<file path="config.mk">
export PLATFORM = sky130hd
export DESIGN_NAME = idxwin_top
export DESIGN_NICKNAME = d
export VERILOG_FILES = /design/src/rtl/idxwin_pkg.sv /design/src/rtl/idxwin_rst_sync.sv /design/src/rtl/idxwin_decode.sv /design/src/rtl/idxwin_index.sv /design/src/rtl/idxwin_resp.sv /design/src/rtl/idxwin_top.sv
export SDC_FILE = /design/constraint.sdc
export NUM_CORES = 1
export LEC_CHECK = 0
export ABC_CLOCK_PERIOD_IN_PS = 1450
export BUFFER_PORTS_ARGS = -buffer_cell sky130_fd_sc_hd__buf_2
export CAP_MARGIN = 20
export CORE_AREA = 4 4 74 76
export DETAILED_ROUTE_END_ITERATION = 8
export DIE_AREA = 0 0 78 80
export PLACE_DENSITY_LB_ADDON = 0.08
export SYNTH_ARGS = -nofsm -noshare
export SYNTH_HDL_FRONTEND = slang
export SYNTH_SLANG_ARGS = --single-unit
</file>
<file path="constraint.sdc">
create_clock -name clk -period 1.45 [get_ports clk]
set_clock_uncertainty 0.05 [all_clocks]
set_input_delay 0.3625 -clock clk [delete_from_list [all_inputs] [get_ports clk]]
set_output_delay 0.3625 -clock clk [all_outputs]
set_load 0.05 [all_outputs]
</file>
<file path="src/rtl/idxwin_pkg.sv">
package idxwin_pkg;
  typedef enum logic [1:0] {
    SEL_NONE  = 2'd0,
    SEL_INDEX = 2'd1,
    SEL_DATA  = 2'd2
  } win_sel_e;
endpackage

</file>
<file path="src/rtl/idxwin_rst_sync.sv">
module idxwin_rst_sync #(
  parameter int STAGES = 2
) (
  input  logic clk,
  input  logic rst_n,
  output logic rst_sync_n
);
  logic [STAGES-1:0] sync_q;

  always_ff @(posedge clk or negedge rst_n) begin
    if (!rst_n) sync_q <= '0;
    else        sync_q <= {sync_q[STAGES-2:0], 1'b1};
  end

  assign rst_sync_n = sync_q[STAGES-1];
endmodule

</file>
<file path="src/rtl/idxwin_decode.sv">
module idxwin_decode
  import idxwin_pkg::*;
#(
  parameter int WIN_AW  = 5,
  parameter int IDX_OFS = 16
) (
  input  logic              req,
  input  logic [WIN_AW-1:0] addr,
  output win_sel_e          sel
);
  localparam logic [WIN_AW-1:0] PTR_OFS  = WIN_AW'(IDX_OFS);
  localparam logic [WIN_AW-1:0] PORT_OFS = WIN_AW'(IDX_OFS + 4);

  always_comb begin
    sel = SEL_NONE;
    if (req) begin
      if (addr == PTR_OFS)       sel = SEL_INDEX;
      else if (addr == PORT_OFS) sel = SEL_DATA;
    end
  end
endmodule

</file>
<file path="src/rtl/idxwin_index.sv">
module idxwin_index #(
  parameter int DW     = 32,
  parameter int REG_AW = 12
) (
  input  logic              clk,
  input  logic              rst_n,
  input  logic              wr_en,
  input  logic [DW-1:0]     wdata,
  output logic [REG_AW-1:0] idx
);
  localparam int KEEP_W = REG_AW - 2;

  logic [KEEP_W-1:0] ptr_q, ptr_d;

  always_comb begin
    ptr_d = ptr_q;
    if (wr_en) ptr_d = wdata[REG_AW-1:2];
  end

  always_ff @(posedge clk or negedge rst_n) begin
    if (!rst_n)     ptr_q <= '0;
    else if (wr_en) ptr_q <= ptr_d;
  end

  assign idx = {ptr_q, 2'b00};

  p_idx_hold_r7: assert property (@(posedge clk) disable iff (!rst_n)
    !wr_en |=> $stable(idx));
endmodule

</file>
<file path="src/rtl/idxwin_resp.sv">
module idxwin_resp
  import idxwin_pkg::*;
#(
  parameter int DW     = 32,
  parameter int REG_AW = 12
) (
  input  logic              clk,
  input  logic              rst_n,
  input  logic              rd_strobe,
  input  win_sel_e          sel,
  input  logic [REG_AW-1:0] idx,
  input  logic [DW-1:0]     m_rdata,
  output logic              rvalid,
  output logic [DW-1:0]     rdata
);
  localparam int PAD_W = DW - REG_AW;

  logic          rvalid_q, rvalid_d;
  logic          from_m_q, from_m_d;
  logic [DW-1:0] hold_q, hold_d;

  always_comb begin
    rvalid_d = rd_strobe;
    from_m_d = rd_strobe && (sel == SEL_DATA);
    hold_d   = hold_q;
    if (rd_strobe) hold_d = (sel == SEL_INDEX) ? {{PAD_W{1'b0}}, idx} : '0;
  end

  always_ff @(posedge clk or negedge rst_n) begin
    if (!rst_n) begin
      rvalid_q <= 1'b0;
      from_m_q <= 1'b0;
    end else begin
      rvalid_q <= rvalid_d;
      from_m_q <= from_m_d;
    end
  end

  always_ff @(posedge clk or negedge rst_n) begin
    if (!rst_n)         hold_q <= '0;
    else if (rd_strobe) hold_q <= hold_d;
  end

  assign rvalid = rvalid_q;
  assign rdata  = !rvalid_q ? '0 : (from_m_q ? m_rdata : hold_q);

  p_idx_read_r3: assert property (@(posedge clk) disable iff (!rst_n)
    (rd_strobe && sel == SEL_INDEX) |=> (rdata == {{PAD_W{1'b0}}, $past(idx)}));
endmodule

</file>
<file path="src/rtl/idxwin_top.sv">
module idxwin_top
  import idxwin_pkg::*;
#(
  parameter int WIN_AW  = 5,
  parameter int REG_AW  = 12,
  parameter int DW      = 32,
  parameter int IDX_OFS = 16
) (
  input  logic              clk,
  input  logic              rst_n,
  input  logic              io_req,
  input  logic [WIN_AW-1:0] io_addr,
  input  logic              io_we,
  input  logic [DW-1:0]     io_wdata,
  output logic              io_rvalid,
  output logic [DW-1:0]     io_rdata,
  output logic              m_req,
  output logic              m_we,
  output logic [REG_AW-1:0] m_addr,
  output logic [DW-1:0]     m_wdata,
  input  logic [DW-1:0]     m_rdata
);
  localparam logic [WIN_AW-1:0] PTR_OFS  = WIN_AW'(IDX_OFS);
  localparam logic [WIN_AW-1:0] PORT_OFS = WIN_AW'(IDX_OFS + 4);

  logic              rst_i_n;
  win_sel_e          sel;
  logic [REG_AW-1:0] idx;
  logic              idx_wr;
  logic              rd_strobe;

  idxwin_rst_sync #(.STAGES(2)) u_rst (
    .clk        (clk),
    .rst_n      (rst_n),
    .rst_sync_n (rst_i_n)
  );

  idxwin_decode #(.WIN_AW(WIN_AW), .IDX_OFS(IDX_OFS)) u_dec (
    .req  (io_req),
    .addr (io_addr),
    .sel  (sel)
  );

  assign idx_wr    = (sel == SEL_INDEX) && io_we;
  assign rd_strobe = io_req && !io_we;

  idxwin_index #(.DW(DW), .REG_AW(REG_AW)) u_idx (
    .clk   (clk),
    .rst_n (rst_i_n),
    .wr_en (idx_wr),
    .wdata (io_wdata),
    .idx   (idx)
  );

  idxwin_resp #(.DW(DW), .REG_AW(REG_AW)) u_resp (
    .clk       (clk),
    .rst_n     (rst_i_n),
    .rd_strobe (rd_strobe),
    .sel       (sel),
    .idx       (idx),
    .m_rdata   (m_rdata),
    .rvalid    (io_rvalid),
    .rdata     (io_rdata)
  );

  assign m_req   = (sel == SEL_DATA);
  assign m_we    = io_we;
  assign m_addr  = idx;
  assign m_wdata = io_wdata;

  p_mreq_decode_r8: assert property (@(posedge clk) disable iff (!rst_i_n)
    m_req |-> (io_req && io_addr == PORT_OFS));
  p_other_quiet_r6: assert property (@(posedge clk) disable iff (!rst_i_n)
    (io_req && io_addr != PTR_OFS && io_addr != PORT_OFS) |-> !m_req);
  p_rvalid_follows_r9: assert property (@(posedge clk) disable iff (!rst_i_n)
    (io_req && !io_we) |=> io_rvalid);
  p_rvalid_only_r9: assert property (@(posedge clk) disable iff (!rst_i_n)
    !(io_req && !io_we) |=> !io_rvalid);
endmodule

</file>
---- Word level (Yosys, flattened, before mapping) ----
Cells that the tools add are included.
word-level totals
  bits in registers ....................... 46
  input port bits ......................... 73
  output and inout port bits .............. 79
  word-level logic and storage cells ...... 19
operators by class
  eq/ne operators ......................... 4
  mux-type cells .......................... 6
  reduce and logical (&&, ||, !) cells .... 4
operators with widths
  operator            number
  $mux 32             2
  $mux 12             1
  $eq 5x5->1 const B  2
  $mux 2              3
  $logic_and 1x1->1   3
  $eq 2x1->1 const B  1
  $eq 2x2->1 const B  1
  $logic_not 1->1     1

---- Logic depth before layout (Yosys ltp) ----
Gate-level depths: netlist of run 1.
  depth after elaboration ................. 6
  mapped depth ............................ 5
  depth with buffers taken out ............ 4

---- Modules after synthesis ----
From an unflattened synthesis of run 1, not the netlist that was laid out.
second synthesis, totals
  cell total of the unflattened synthesis .. 175
  area total of the unflattened synthesis .. 1,727.9 µm²
modules (own cells, without submodules)
  module           times used  cells each  area an instance (µm²)  sequential area each (µm²)
  idxwin_resp      1           107         935.9                   350.3
  idxwin_index     1           24          430.4                   250.2
  idxwin_top       1           36          269.0                   0.0
  idxwin_rst_sync  1           3           53.8                    50.0
  idxwin_decode    1           5           38.8                    0.0

---- Worst setup path after synthesis of run 1 ----
OpenSTA, ideal clock, no wires.
  kind .................................... reg2out
  start point ............................. register u_resp.rvalid_q (netlist: u_resp.rvalid)
  end point ............................... output port io_rdata[10]
  data arrival time ....................... 1,645 ps
  required time ........................... 1,038 ps
  setup slack ............................. -608 ps
  stages on the path, launching flop included .. 3
  buffers on the path ..................... 1
  cells stage by stage .................... dfrtp_1 clkbuf_1 nor2b_1
between the ends
  word-level cells in the longest chain between the ends .. 1
ends and longest elaborated chain
  what                    RTL line           text
  from (decl)             idxwin_resp.sv:18  logic rvalid_q, rvalid_d;
  from (signal assigned)  idxwin_resp.sv:34  rvalid_q <= rvalid_d;
  $mux 32                 idxwin_resp.sv:45  assign rdata = !rvalid_q ? '0 : (from_m_q ? m_rdata : hold_q);
  to (decl)               idxwin_top.sv:16   output logic [DW-1:0] io_rdata,
Every way passes these cells.

---- Final worst setup path of run 1 ----
  start point ............................. register u_resp.from_m_q
  end point ............................... output port io_rdata[27]
between the ends
  word-level cells in the longest chain between the ends .. 2
ends and longest elaborated chain
  what                    RTL line           text
  from (decl)             idxwin_resp.sv:19  logic from_m_q, from_m_d;
  from (signal assigned)  idxwin_resp.sv:35  from_m_q <= from_m_d;
  $mux 32 (2 in series)   idxwin_resp.sv:45
Every way passes these cells.

==> results of run 1 <==
[final timing paths]
check                                start                 to
setup reg to reg            u_idx.ptr_q[5]     u_idx.ptr_q[5]
hold reg to reg            u_rst.sync_q[1]  u_resp.hold_q[10]
hold / removal             u_rst.sync_q[1]  u_resp.hold_q[10]
setup / recovery           u_resp.from_m_q       io_rdata[27]
min in group clk                     io_we    u_resp.from_m_q
max in group asynchronous  u_rst.sync_q[1]    u_resp.from_m_q
[flip-flops by register name, summed over array words and instances (netlist names)]
register and flops:
u_idx.ptr_q 10, u_resp.from_m_q 1, u_resp.hold_q 10, u_resp.rvalid 1
u_rst.sync_q 2
[synth_stat cells, types with 2 or more instances]
library cell / count
mux2i_1: 10
o21ai_0: 10
nand2_1: 20
buf_4: 36
and3_1: 22
buf_2: 2
conb_1: 2
nor2b_1: 11
mux2_2: 10
dfrtp_1: 24
clkbuf_1: 6
[power by group through the flow]
stage / sequential [mW] / clock, mW / combinational (mW)
floorplan: 0.897 / 0 / 0.350
global placement: 0.763 / 0 / 0.452
detailed placement: 0.763 / 0 / 0.452
CTS: 0.751 / 0.399 / 0.476
global route: 0.759 / 0.426 / 0.518
finish: 0.751 / 0.385 / 0.489
[logic make-up (layout without fill, tap and decap cells)]
family,Yosys count,in the layout,synth area share (%)
AOI/OAI and AO/OA,10,10,3.303
and+or+nand+nor,60,60,22.30
other,2,3,0.4956
muxes,20,20,14.04
DFF,24,24,39.64
buffers and inverters,45,122,20.23
[cells in the final DEF (no fill, tap or decap)]
master	count
buf_2	69
buf_6	25
dfrtp_1	22
and3_4	21
nand2_1	20
buf_8	11
mux2i_4	10
nor2b_4	10
o21ai_0	10
mux2_2	10
buf_4	5
conb_1	3
clkbuf_8	3
buf_12	3
clkbuf_16	2
dfrtp_2	2
and3_2	1
nand2b_1	1
inv_1	1
nor3b_4	1
and4b_2	1
nor2b_1	1
nor2_1	1
nand3_1	1
and4bb_2	1
nand2_2	1
clkbuf_1	1
bufbuf_16	1
dlygate4sd3_1	1
[final cells by class]
type	instances	area [µm²]
multi-input cells	93	925.9
flip-flops and latches	24	603.1
repair buffers	117	982.2
fillers	393	2079
inverters	1	3.754
clock buffers	4	45.04
well taps	67	83.83
[metal layers]
metal / wire [µm] / global-route usage (%)
met5: 0 / 0
met2: 2448 / 25.00
met4: 27 / 2.972
met3: 493 / 3.612
met1: 1625 / 15.05
[critical path: cells and delay by family, from the launching register on]
| kind | cells | cell delay (ns) |
|---|---|---|
| buffers and inverters | 2 | 0.45 |
| and+or+nand+nor | 1 | 0.20 |
| DFF | 1 | 0.45 |
[timing repair]
action | in CTS | in global routing
endpoints found under the setup margin | 34 | 34
cloned | 2 | 1
pin swaps | 3 | 2
setup buffers | 0 | 1
hold endpoints to repair | 2 | 0
hold buffers | 1 | 0
gates resized for setup | 99 | 9
==> metrics, run 1 <==
post-route clock period utilization 121.1%; Max Cap Viol 0; placer congestion estimate 0.6572; DR iter-0 viols 20; Inserted Diodes 0; DR WL/cell approximately 15 µm; logic gate share of total power ~30%; GRT Residual Overflow 0; Power Total about 1.6 mW; critical setup path kind flip-flop to primary output; IO Pins between 150 and 200; row count 25; largest net degree at the start of global routing 34; Ys Warns 0; clock power share roughly a quarter; deepest clock path buffer count 2; reg2reg path depth 1; ys async rst share 100.0%; max incr delay on CP ~0.45 ns; PnR worst setup slack -0.3064 ns; DRC violations left 0; vias in the first global route 1334; status finished with violations; crit path max fanout 16; hpwl dp 3.481 mm; worst endpoint required time ~1.0 ns; Final Max Tran Viols 0; crit start category flip-flop; Final Cell Area roughly 2600 µm²; Post-Place Cell Area about 2100 µm²; Psw about 550 µW; Sink Count 24; width of the die between 70 and 80 µm; hold crit path type flip-flop to asynchronous set/reset pin; clock slew at reported path FFs around 0.08 ns; number of hold violations in the final report 0; leading area contributor after synthesis dfrtp_1; vias roughly 1300; non-filler cells, final slightly above 300; cell leakage power 1.221 nW; Post-synth EDFFs 0; P&R area growth vs syn 74.48%; Post-Place Cells 297; Synth cell types 19; Max Clk Rate around 570 MHz; Critical Path AT approximately 1.3 ns; final setup fails 33; initial antenna violation count 0; unrepaired setup endpoints after global routing yes; crit path cell chain bufbuf_16 > and3_2 > buf_6; CTS buffer count 3; final core utilization 55.97%; CP Capture Type primary output; nets 313; core area 4723 µm²; die height ~80 µm; Seq pwr share between 40% and 50%; maximum vdd drop between 0.5 and 0.6 mV; Setup WS pre-CTS -0.1321 ns; clock root cell clkbuf_8; H-tree depth 1; Skew-Pair Late Insertion Delay ~0.26 ns; drt first pass iters 4; failing checks setup timing; Post-DRT Antenna Nets 0; share of the synthesized area in the top cell type 39.64%; critical path's slowest cell dfrtp_2; Detailed Route WL approximately 4.6 mm; gr usage total 13.35%; share of post-route cells with drive strength above 1 approximately 74%; internal power 1.078 mW; Synth Register Bits 24; fin crit period approximately 1.8 ns; Area contributors post-synth dfrtp_1 40%, buf_4 18%, and3_1 9.1%; setup TNS -8.839 ns; post-synthesis cell area 1515 µm²; Post-Syn Area per Cell between 9 and 10 µm²; Initial Util roughly a third; flop2flop setup slack about 0.62 ns; CTS tree done; Pwr Density between 600 and 700 nW/µm²; Vias/cell roughly 4.4; switching share of total power about a third; Die ar. 6240 µm²; Synth Instances 161; first-pass GRT wire length about 6.8 mm; Primary FF master, synth dfrtp_1; sequential area share after synthesis 39.64%; port buffer count between 100 and 150; Hold Slack 0.1585 ns
(Power assumes the default switching activity.)
==> run 2, diff against run 1 <==
--- a/config.mk
+++ b/config.mk
@@ -11,7 +11,7 @@
 export CORE_AREA = 4 4 74 76
 export DETAILED_ROUTE_END_ITERATION = 8
 export DIE_AREA = 0 0 78 80
-export PLACE_DENSITY_LB_ADDON = 0.08
+export PLACE_DENSITY_LB_ADDON = 0.05
 export SYNTH_ARGS = -nofsm -noshare
 export SYNTH_HDL_FRONTEND = slang
 export SYNTH_SLANG_ARGS = --single-unit
==> run 2 against run 1 <==
  * The run still ends with setup timing left
  * Critical path depth increased by 1
  * Routed wire length rose by 7.5%
  * Combinational power rose by 2%
  * Non-clock buffer count is 3 higher
  * Power increased by 3.6%
  * Critical path type unchanged
  * Largest cell class unchanged
==> metrics, run 2 (synthesis results as in run 1) <==
non-filler cells, final 309 (+0.98%); initial antenna violation count 0 (unchanged); Final Cell Area 2689 µm² (+1.7%); critical setup path kind flip-flop to primary output; final setup fails 34 (+3.0%); Max Cap Viol 0 (unchanged); CP Capture Type primary output; area taken by multi-input logic gates 925.9 µm² (unchanged); setup TNS -8.563 ns (+0.2763 ns); Filler Cells Inserted 415 (+5.6%); die height 80 µm (unchanged); status finished with violations; internal power 1.128 mW (+4.6%); Post-DRT Antenna Nets 0 (unchanged); critical path's slowest cell dfrtp_2; Register Area 603.1 µm² (unchanged); Pwr Density 626.2 nW/µm² (+1.9%); commonest non-fill, non-tap cell in the layout buf_2; width of the die 78 µm (unchanged); Hold Slack 0.1173 ns (-0.04117 ns); max incr delay on CP 0.45 ns (about the same); Max Clk Rate 567.6 MHz (-0.31%); fin crit period 1.762 ns (+0.005417 ns); final core utilization 56.93% (+0.95 points); maximum vdd drop 0.6441 mV (+7.6%); CTS tree done; crit path max fanout 7 (-9); clock slew at reported path FFs 0.08 ns (about the same); Critical Path AT 1.35 ns (about the same); Seq pwr share 44.6% (-1.6 points); clock power share 25.9% (+2.2 points); Inserted Diodes 0 (unchanged); Sink Count 24 (unchanged); largest net degree at the start of global routing 34 (unchanged); switching share of total power 32.99% (-0.64 points); CTS buffer count 3 (unchanged); P&R area growth vs syn 77.46%; GRT Residual Overflow 0 (unchanged); first-pass GRT wire length 7.231 mm (+6.9%); Skew-Pair Late Insertion Delay 0.26 ns (about the same); share of post-route cells with drive strength above 1 74.79% (+0.73 points); DRC violations left 0 (unchanged); gr usage total 14.60% (+1.3 points); hpwl dp 3.702 mm (+6.4%); Vias/cell 4.492 (+2.2%); Psw 555.5 µW (+1.6%); logic gate share of total power 29.6% (-0.5 points); placer congestion estimate 0.7419 (+13%); Top Registers u_idx.ptr_q (10), u_resp.hold_q (10), u_rst.sync_q (2); DR WL/cell 15.99 µm (+6.5%); number of hold violations in the final report 0 (unchanged); H-tree depth 1 (unchanged); IO Pins 152 (unchanged); Detailed Route WL 4.940 mm (+7.5%); nets 316 (+0.96%); drt first pass iters 4 (unchanged); cell leakage power 1.246 nW (+2.0%); most frequent cells in the layout 69 x buf_2, 25 x buf_6, 22 x dfrtp_1, 21 x and3_4, 20 x nand2_1; Final Max Tran Viols 0 (unchanged); unrepaired setup endpoints after global routing yes; post-route clock period utilization 121.5% (+0.37 points); vias 1388 (+3.2%); core area 4723 µm² (unchanged); port buffer count 105 (unchanged); PnR worst setup slack -0.3118 ns (-0.005417 ns); clock root cell clkbuf_8; vias in the first global route 1478 (+11%); worst endpoint required time 1.04 ns (about the same); deepest clock path buffer count 2 (unchanged); row count 25 (unchanged); failing checks setup timing; hold crit path type flip-flop to asynchronous set/reset pin; Post-Place Cells 298 (+0.34%); DR iter-0 viols 18 (-10%); Post-Place Cell Area 2107 µm² (+0.96%); crit path cell chain clkbuf_16 > mux2i_4 > nor2b_4 > buf_6; crit start category flip-flop; Initial Util 32.08% (unchanged); Die ar. 6240 µm² (unchanged)
run 2: changes by cell type in the layout (fill, tap and decap cells not counted):
cell,previous run,this run
buf_8,11,12
clkbuf_1,1,0
buf_12,3,4
bufbuf_16,1,0
clkbuf_8,3,4
buf_4,5,6
clkbuf_16,2,3
run 2: power by group through the flow:
stage | Clock [mW] | Sequential (mW) | Combinational [mW]
2_1_floorplan | 0 | 0.897 | 0.350
3_3_place_gp | 0 | 0.759 | 0.456
3_5_place_dp | 0 | 0.763 | 0.463
4_1_cts | 0.454 | 0.751 | 0.485
5_1_grt | 0.487 | 0.758 | 0.525
6_report | 0.436 | 0.750 | 0.498
run 2: final cells by class:
type | instances | area share [%]
timing repair buffer | 120 | 37.83
inverter | 1 | 0.1396
sequential | 24 | 22.43
multi-input combinational | 93 | 34.43
clock buffer | 4 | 2.047
tap | 67 | 3.118
run 2: critical path: cells and delay by family, from the launching register on:
family                 cells  cell delay, ns
flip-flops                 1            0.45
AND/OR/NAND/NOR            1            0.11
multiplexers               1            0.19
buffers and inverters      2            0.34
run 2: stage by stage:
stage	power, mW	setup slack, ns
floorplan	1.247	-0.03054
global placement	1.215	-0.09667
detailed placement	1.227	-0.1282
CTS	1.690	-0.3463
global route	1.770	-0.3679
finish	1.684	-0.3118
run 2: timing repair:
item | in CTS | in global routing
resized for setup | 96 | 16
endpoints found under the setup margin | 34 | 34
hold endpoints to repair | 2 | 0
hold buffers | 1 | 0
pin swaps | 2 | 2
setup buffers | 1 | 2
cloned | 2 | 2
run 2: per-layer routing:
metal	track usage, %	share of wire (%)	vias up
met1	13.67	35	637
met4	4.720	1.1	0
li1	-	-	663
met3	4.176	9.0	4
met5	0	0	-
met2	29.88	55	84
run 2: path summary, 6_finish.rpt:
kind	start	to	slack, ns	cells past startpoint
setup / recovery	u_resp.from_m_q	io_rdata[8]	-0.31	4
hold / removal	u_rst.sync_q[1]	u_idx.ptr_q[0]	0.12	0
min in group clk	io_wdata[4]	u_idx.ptr_q[2]	0.30	2
max in group asynchronous	u_rst.sync_q[1]	u_resp.from_m_q	0.81	1
setup reg to reg	u_idx.ptr_q[0]	u_idx.ptr_q[0]	0.61	1
hold reg to reg	u_rst.sync_q[1]	u_idx.ptr_q[0]	0.12	0
==> run 3, diff against run 2 <==
--- a/config.mk
+++ b/config.mk
@@ -8,9 +8,9 @@
 export ABC_CLOCK_PERIOD_IN_PS = 1450
 export BUFFER_PORTS_ARGS = -buffer_cell sky130_fd_sc_hd__buf_2
 export CAP_MARGIN = 20
-export CORE_AREA = 4 4 74 76
+export CORE_AREA = 2 2 72 74
 export DETAILED_ROUTE_END_ITERATION = 8
-export DIE_AREA = 0 0 78 80
+export DIE_AREA = 0 0 74 76
 export PLACE_DENSITY_LB_ADDON = 0.05
 export SYNTH_ARGS = -nofsm -noshare
 export SYNTH_HDL_FRONTEND = slang
==> run 3 against run 2 <==
  * The run still ends with setup timing left
  * First-iteration DRC count down 11%
  * Clock power about the same
  * Die area down 9.9%
  * Critical path type unchanged
  * Largest cell class unchanged
  * Highest routed layer unchanged
==> metrics, run 3 (synthesis results as in run 1) <==
IO Pins 152 (unchanged); die height 76 µm (-5.0%); Post-Place Cell Area 2111 µm² (+0.18%); worst endpoint required time 1.04 ns (about the same); Die ar. 5624 µm² (-9.9%); clock slew at reported path FFs 0.08 ns (about the same); status finished with violations; port buffer count 105 (unchanged); share of post-route cells with drive strength above 1 74.69% (-0.10 points); CP Capture Type primary output; maximum vdd drop 0.4394 mV (-32%); max incr delay on CP 0.47 ns (+0.02 ns); critical setup path kind flip-flop to primary output; drt first pass iters 4 (unchanged); Initial Util 30.85% (-1.2 points); GRT Residual Overflow 0 (unchanged); Max Clk Rate 558.5 MHz (-1.6%); crit path max fanout 6 (-1); gr usage total 14.00% (-0.60 points); final setup fails 33 (-2.9%); non-filler cells, final 311 (+0.65%); Inserted Diodes 0 (unchanged); clock root cell clkbuf_8; post-route clock period utilization 123.5% (+2.0 points); Power Total 1.686 mW (+0.16%); Post-Place Cells 301 (+1.0%); Final Max Tran Viols 0 (unchanged); critical path's slowest cell dfrtp_2; Max Cap Viol 0 (unchanged); vias 1416 (+2.0%); crit path cell chain buf_12 > mux2i_4 > nor2b_4 > buf_6; Filler Cells Inserted 431 (+3.9%); setup TNS -9.482 ns (-0.9193 ns); CTS tree done; cell leakage power 1.245 nW (about the same); Top delay family on crit path flip-flops; Post-DRT Antenna Nets 0 (unchanged); P&R area growth vs syn 77.54% (about the same); DR WL/cell 14.34 µm (-10%); PnR worst setup slack -0.3405 ns (-0.02869 ns); hpwl dp 3.088 mm (-17%); final core utilization 54.76% (-2.2 points); vias in the first global route 1412 (-4.5%); fin crit period 1.791 ns (+0.02869 ns); commonest non-fill, non-tap cell in the layout buf_2; Skew-Pair Late Insertion Delay 0.26 ns (about the same); deepest clock path buffer count 2 (unchanged); Pwr Density 626.9 nW/µm² (+0.11%); number of hold violations in the final report 0 (unchanged); Vias/cell 4.553 (+1.4%); first-pass GRT wire length 6.465 mm (-11%); unrepaired setup endpoints after global routing yes; core area 4912 µm² (+4.0%); placer congestion estimate 0.7117 (-4.1%); failing checks setup timing; H-tree depth 1 (unchanged); largest net degree at the start of global routing 34 (unchanged); worst path buffer plus inverter count 2 (unchanged); Detailed Route WL 4.461 mm (-9.7%); most frequent cells in the layout 69 x buf_2, 22 x buf_6, 22 x dfrtp_1, 20 x and3_4, 20 x nand2_1; width of the die 74 µm (-5.1%); hold crit path type flip-flop to asynchronous set/reset pin; row count 26 (+4.0%); DRC violations left 0 (unchanged); Critical Path AT 1.38 ns (+0.03 ns); Sink Count 24 (unchanged); crit start category flip-flop; CTS buffer count 3 (unchanged); initial antenna violation count 0 (unchanged); Top Registers u_idx.ptr_q (10), u_resp.hold_q (10), u_rst.sync_q (2); DR iter-0 viols 16 (-2); Final Cell Area 2690 µm² (about the same); nets 315 (-0.32%)
## run 3: layout make-up
type,count,area (µm²),share of cell area (%)
Multi-Input combinational cell,93,922.1,34.28
Clock buffer,4,55.05,2.047
Tap cell,70,87.58,3.256
Timing Repair Buffer,119,1018,37.86
Inverter,1,3.754,0.1395
Sequential cell,24,603.1,22.42
## run 3: power by group
group / internal, mW / switching [mW]
Sequential: 0.712 / 0.0388
Combinational: 0.174 / 0.323
Clock: 0.242 / 0.197
Total: 1.13 / 0.559
## run 3: metal layers
metal,global-route usage (%),vias up,share of wire [%]
met1,16.84,649,38
met4,2.727,0,0.31
met3,3.439,2,11
met2,24.91,96,50
met5,0,-,0
li1,-,669,-
## run 3: what timing repair did
action                     CTS  global route
pin swaps                    2             2
setup endpoints to repair   34            34
hold endpoints to repair     2             0
resized for setup           88            19
setup buffers                1             0
hold buffers                 1             0
gates cloned                 2             2
## run 3: worst paths after layout
kind                            startpoint              end  slack [ns]  depth (start not counted)
max                        u_resp.from_m_q      io_rdata[7]       -0.34                          4
min                        u_rst.sync_q[1]   u_idx.ptr_q[5]        0.04                          0
max reg2reg                 u_idx.ptr_q[7]   u_idx.ptr_q[7]        0.61                          1
min reg2reg                u_rst.sync_q[1]   u_idx.ptr_q[5]        0.04                          0
max in group asynchronous  u_rst.sync_q[1]  u_resp.from_m_q        0.87                          1
min in group clk                     io_we  u_resp.from_m_q        0.24                          2
## run 3: through the flow
step           hold WS, ns  setup slack, ns
3_5_place_dp       0.04121          -0.1364
5_1_grt            0.06509          -0.3787
4_1_cts            0.04931          -0.3412
3_3_place_gp       0.03762         -0.09582
2_1_floorplan      0.01691         -0.03054
6_report           0.03702          -0.3405
